### src/rtl/servo_pkg.sv
package servo_pkg;
  localparam int unsigned DEF_DIV     = 195;
  localparam int unsigned DEF_FRAME_W = 12;
  localparam int unsigned DEF_POS_W   = 8;

  // width needed to hold the values 0 .. n-1, at least one bit
  function automatic int unsigned cnt_width(input int unsigned n);
    return (n <= 2) ? 1 : $clog2(n);
  endfunction
endpackage

### src/rtl/servo_tick_div.sv
module servo_tick_div
  import servo_pkg::*;
#(
  parameter int unsigned DIV = DEF_DIV
) (
  input  logic clk,
  input  logic rst,
  output logic tick
);
  localparam int unsigned CW = cnt_width(DIV);
  localparam logic [CW-1:0] LAST = CW'(DIV - 1);

  logic [CW-1:0] cnt;

  assign tick = (cnt == LAST);

  always_ff @(posedge clk) begin
    if (rst)       cnt <= '0;
    else if (tick) cnt <= '0;
    else           cnt <= cnt + 1'b1;
  end

  // count restarts on the tick cycle
  a_r1_restart: assert property (@(posedge clk) disable iff (rst)
    tick |=> (cnt == '0));
  // count climbs by one between ticks
  a_r1_advance: assert property (@(posedge clk) disable iff (rst)
    !tick |=> (cnt == $past(cnt) + 1'b1));
endmodule

### src/rtl/servo_frame_ctr.sv
module servo_frame_ctr
  import servo_pkg::*;
#(
  parameter int unsigned FRAME_W = DEF_FRAME_W
) (
  input  logic               clk,
  input  logic               rst,
  input  logic               tick,
  output logic [FRAME_W-1:0] frame,
  output logic               wrap
);
  assign wrap = tick && (frame == '1);

  always_ff @(posedge clk) begin
    if (rst)       frame <= '0;
    else if (tick) frame <= frame + 1'b1;
  end

  // one step per tick
  a_r2_step: assert property (@(posedge clk) disable iff (rst)
    tick |=> (frame == $past(frame) + 1'b1));
  // no motion without a tick
  a_r2_hold: assert property (@(posedge clk) disable iff (rst)
    !tick |=> $stable(frame));
  // rollover lands on zero
  a_r3_wrap: assert property (@(posedge clk) disable iff (rst)
    wrap |=> (frame == '0));
endmodule

### src/rtl/servo_pos_hold.sv
module servo_pos_hold
  import servo_pkg::*;
#(
  parameter int unsigned FRAME_W = DEF_FRAME_W,
  parameter int unsigned POS_W   = DEF_POS_W
) (
  input  logic               clk,
  input  logic               rst,
  input  logic               wrap,
  input  logic [POS_W-1:0]   position,
  input  logic [FRAME_W-1:0] frame,
  output logic               pulse
);
  localparam logic [FRAME_W-1:0] BASE = FRAME_W'(1) << POS_W;

  logic [POS_W-1:0]   held;
  logic               armed;
  logic [FRAME_W-1:0] thresh;

  always_ff @(posedge clk) begin
    if (rst) begin
      held  <= '0;
      armed <= 1'b0;
    end else if (wrap) begin
      held  <= position;
      armed <= 1'b1;
    end
  end

  assign thresh = BASE + FRAME_W'(held);
  assign pulse  = armed && (frame < thresh);

  // held value changes only at rollover
  a_r6_keep: assert property (@(posedge clk) disable iff (rst)
    !wrap |=> $stable(held));
  // rollover takes the live input
  a_r6_take: assert property (@(posedge clk) disable iff (rst)
    wrap |=> (held == $past(position)));
  // arming happens only as a frame starts
  a_r7_arm_at_start: assert property (@(posedge clk) disable iff (rst)
    $rose(armed) |-> (frame == '0));
endmodule

### src/rtl/servo_pulse_gen.sv
module servo_pulse_gen
  import servo_pkg::*;
#(
  parameter int unsigned DIV     = DEF_DIV,
  parameter int unsigned FRAME_W = DEF_FRAME_W,
  parameter int unsigned POS_W   = DEF_POS_W
) (
  input  logic             clk,
  input  logic             rst,
  input  logic [POS_W-1:0] position,
  output logic             servo_out
);
  localparam logic [FRAME_W-1:0] FLOOR = FRAME_W'(1) << POS_W;

  logic               tick;
  logic               wrap;
  logic [FRAME_W-1:0] frame;

  initial begin
    a_cfg: assert (DIV >= 2 && POS_W + 1 <= FRAME_W);
  end

  servo_tick_div #(.DIV(DIV)) u_div (
    .clk  (clk),
    .rst  (rst),
    .tick (tick)
  );

  servo_frame_ctr #(.FRAME_W(FRAME_W)) u_frame (
    .clk   (clk),
    .rst   (rst),
    .tick  (tick),
    .frame (frame),
    .wrap  (wrap)
  );

  servo_pos_hold #(.FRAME_W(FRAME_W), .POS_W(POS_W)) u_hold (
    .clk      (clk),
    .rst      (rst),
    .wrap     (wrap),
    .position (position),
    .frame    (frame),
    .pulse    (servo_out)
  );

  // pulses begin only at frame start
  a_r4_rise_at_start: assert property (@(posedge clk) disable iff (rst)
    $rose(servo_out) |-> (frame == '0));
  // no pulse ends before the fixed floor
  a_r5_floor: assert property (@(posedge clk) disable iff (rst)
    $fell(servo_out) |-> (frame >= FLOOR));
endmodule

### config.mk
export PLATFORM = sky130hd
export DESIGN_NAME = servo_pulse_gen
export DESIGN_NICKNAME = d
export VERILOG_FILES = /design/src/rtl/servo_pkg.sv /design/src/rtl/servo_tick_div.sv /design/src/rtl/servo_frame_ctr.sv /design/src/rtl/servo_pos_hold.sv /design/src/rtl/servo_pulse_gen.sv
export SDC_FILE = /design/constraint.sdc
export NUM_CORES = 1
export LEC_CHECK = 0
export BUFFER_PORTS_ARGS = -buffer_cell sky130_fd_sc_hd__buf_2
export CORE_UTILIZATION = 65
export CTS_BUF_LIST = sky130_fd_sc_hd__clkbuf_4 sky130_fd_sc_hd__clkbuf_8
export DETAILED_ROUTE_END_ITERATION = 10
export PLACE_DENSITY = 0.95
export SYNTH_ARGS = -nofsm -noshare
export SYNTH_HDL_FRONTEND = slang
export SYNTH_SLANG_ARGS = --single-unit
export TNS_END_PERCENT = 20
### constraint.sdc
create_clock -name clk -period 4.65 [get_ports clk]
set_clock_uncertainty 0.05 [all_clocks]
set_input_delay 0.465 -clock clk [delete_from_list [all_inputs] [get_ports clk]]
set_output_delay 0.465 -clock clk [all_outputs]
set_load 0.1 [all_outputs]
==> key figures <==
Run status
  – Status: finished, final reports clean

Routing
  – WL/cell: ~13 um
  – Initial DRC count: 21
  – Vias: approximately 1100
  – # DRC: 0
  – M1 WL: approximately 1.2 mm
  – Vias per cell: ~5.5
  – Drt pass-1 iters: 4
  – WL final: 2.65 mm
  – WL met2: around 1.3 mm
  – Uppermost routed layer: met4
  – Met3 routed WL: between 90 and 100 um
  – ANT nets after route: 0

Layout
  – Area delta synth->final: 6.67%
  – Share of post-route cells with drive strength above 1: around 15%
  – Multi-input gate area: 858 um2
  – FF/Latch Area: 581 um2
  – Final Non-Filler Cells: approximately 200
  – Ant. Diodes: 0
  – Filler instances: ~160
  – Nets: around 200

CTS
  – Setup bufs post-CTS: 0
  – Post-CTS sizing: 0
  – Sink Count: 29
  – Clock Tree Buf Depth: 2
  – CTS buffer count: 5
  – Clock transition at the registers of the reported paths: around 90 ps
  – H-tree lvl count: 2
  – Clk_lat worst skew: between 300 and 400 ps
  – Root buffer cell: clkbuf_4
  – # hold bufs at CTS: 0
  – CTS tree: yes

STA
  – Final min period: 2610 ps
  – Final Hold Vio Count: 0
  – Period utilization: about 56%
  – PnR worst setup slack: about 2000 ps
  – Worst-margin pin slew: 493 ps
  – Max-slew violation count: 0
  – Max-slew headroom: ~67%
  – Fmax: between 300 and 400 MHz
  – Setup-failing EPs final: 0
  – RSZ-0062 raised after global routing: false
  – Post-Route Setup TNS: 0 ps

Logic synthesis
  – Synth unique cells: 32
  – Register area share after synthesis: 38.2%
  – Top area cells in the synthesized netlist: dfxtp_1 38%, ha_1 8.2%, nand2b_1 8.2%
  – #FFs+latches synth: 29
  – Synthesized cell area: approximately 1500 um2
  – Fraction of synthesized cell area in xor and xnor cells: 7.49%
  – Yosys top cell area share: about two fifths
  – Yosys top cell by area: dfxtp_1
  – Synth Area per Inst: around 9.2 um2
  – Post-Synth Adder-Cell Area: roughly 8%
  – Synth Area in Compound Gates: approximately 5.3%
  – Synth Net Count: roughly 190
  – Synth Area in Simple Gates: ~28%
  – Synth warn: 0
  – Synth Instances: roughly 170
  – Combinational family with the most area after synthesis: simple AND/OR/NAND/NOR gates
  – Post-synthesis mux area share: approximately 7.4%

Power
  – Switching share of total power: 21.5%
  – Lkg Pwr: roughly 0.65 nW
  – Tot Pwr: approximately 0.43 mW
  – Combinational Power Share: 4.1%
  – Internal: 0.337 mW
  – P_sw: just over 0.09 mW
  – Maximum VDD drop: ~0.23 mV
  – Clock network power share: around 37%
  – PwrDens: ~260 nW/um2
  – Sequential Power Share: between 50 and 60%

Floorplanning
  – # IOs: 11
  – Row cnt: 17
  – CORE AREA: around 2200 um2
  – Die X: between 50 and 60 um
  – Die area: 2540 um2
  – Die Height: 50.4 um
  – Initial Utilization: between 60% and 70%

Setup path
  – Crit path required time: approximately 4100 ps
  – Crit Path Class: register to primary output
  – Critical Path AT: about 2100 ps
  – Worst Path Max Fanout: 4
  – Startpoint Class: register
  – Endpoint kind of the worst setup timing path: primary output

Flow run
  – Max-Cap Viols: 0

Min path
  – Hold Crit Class: input port to register

Placed design
  – Placed cells: slightly below 200
  – RePlAce Congestion: around 0.81
  – Pre-CTS setup slack: approximately 2200 ps
  – DP Wirelength: 1.95 mm
  – IO Port Bufs: 10

Global routing
  – First-pass GRT wire length: 4.49 mm
  – GR Overflow Total: 0
  – Global router's overall resource usage: approximately a quarter
  – Vias in the first global route: about 1100
  – Pin count of the biggest net entering global routing: 35
  – Initial antenna violation count: 0
==> cell usage in the layout (no fill, tap or decap), types with 2 or more instances in the layout <==
cell      instances
nand2b_1         20
xnor2_1           7
inv_1            10
mux2i_1           9
a21oi_1           5
ha_1             10
nor4_4            2
nand2_1           3
nor4_1            3
mux2_2            2
clkbuf_4          8
buf_2            10
nand4_1           2
nand3_1           9
a21o_1            2
a31o_2            2
nor3_1            3
and3_1            3
nor2_1           21
nor2b_1           2
dfxtp_1          29
xor2_1            6
==> sequential cells by signal, summed over array words and instances (netlist names) <==
register,count
u_hold.armed,1
u_hold.held,8
u_frame.frame,12
u_div.cnt,8
==> path summary, 6_finish.rpt <==
| path | startpoint | to | slack [ps] | cells after the start |
|---|---|---|---|---|
| worst max-delay path | u_frame.frame[11]$_SDFFE_PP0P_ | servo_out | 2040 | 5 |
| worst min-delay path | position[3] | u_hold.held[3]$_SDFFE_PP0P_ | 340 | 3 |
| worst max register to register | u_div.cnt[0]$_SDFF_PP0_ | u_hold.held[4]$_SDFFE_PP0P_ | 2250 | 6 |
| worst min register to register | u_hold.held[2]$_SDFFE_PP0P_ | u_hold.held[2]$_SDFFE_PP0P_ | 430 | 2 |
==> worst max-delay path: stages (launching register included) <==
cell     delay, ps
dfxtp_1        340
or4b_2         660
a21oi_1        130
o21ai_0         90
a21oi_1        110
buf_2          440
==> power by group through the flow <==
stage	sequential (mW)	combinational, mW	clock, mW
global placement	0.259	0.0161	0
floorplan	0.258	0.0118	0
finish	0.253	0.0174	0.158
CTS	0.253	0.0175	0.160
global route	0.253	0.0195	0.173
detailed placement	0.259	0.0174	0
==> final cells by class <==
| class | count | area share, % |
|---|---|---|
| well taps | 28 | 2.16 |
| flip-flops and latches | 29 | 35.8 |
| clock buffers | 8 | 3.70 |
| repair buffers | 10 | 3.09 |
| multi-input cells | 119 | 52.9 |
| inverters | 10 | 2.31 |
==> kinds of logic (layout without fill, tap and decap cells) <==
kind of cell / after synthesis / count (layout)
compound gates: 12 / 12
xor+xnor: 13 / 13
fa+ha+maj: 10 / 10
buf+inv: 17 / 28
flops: 29 / 29
mux: 11 / 11
simple gates: 73 / 73
==> per-stage QoR <==
stage          hold WS [ps]  utilization, %  instance area (um2)
2_1_floorplan           398               -                 1520
3_3_place_gp            411            70.6                 1560
3_5_place_dp            418            70.6                 1560
4_1_cts                 345            73.3                 1620
5_1_grt                 337            73.3                 1620
6_report                345            73.3                 1620
==> per-layer routing <==
layer	up-vias	track usage (%)
met5	-	0
met4	0	10.2
met3	4	10.3
met2	22	41.6
met1	528	27.2
li1	577	-
==> synthesized netlist by cell type <==
library cell,number
nor4_1,3
or4b_2,1
nand2b_1,20
a21o_1,2
xnor2_1,7
clkbuf_1,3
nor2b_1,2
nand3_1,9
xor2_1,6
nand4_1,2
o21ai_0,1
a31o_2,2
dfxtp_1,29
buf_2,1
and3_1,3
clkbuf_2,1
a211o_1,1
ha_1,10
mux2_2,2
or2_2,1
o21ba_2,1
inv_1,10
nand4bb_1,1
nor3_1,3
nand2_1,3
mux2i_1,9
buf_6,2
or3b_1,1
and4_1,1
a21oi_1,5
nor2_1,21
nor4_4,2
(Power assumes the default switching activity.)
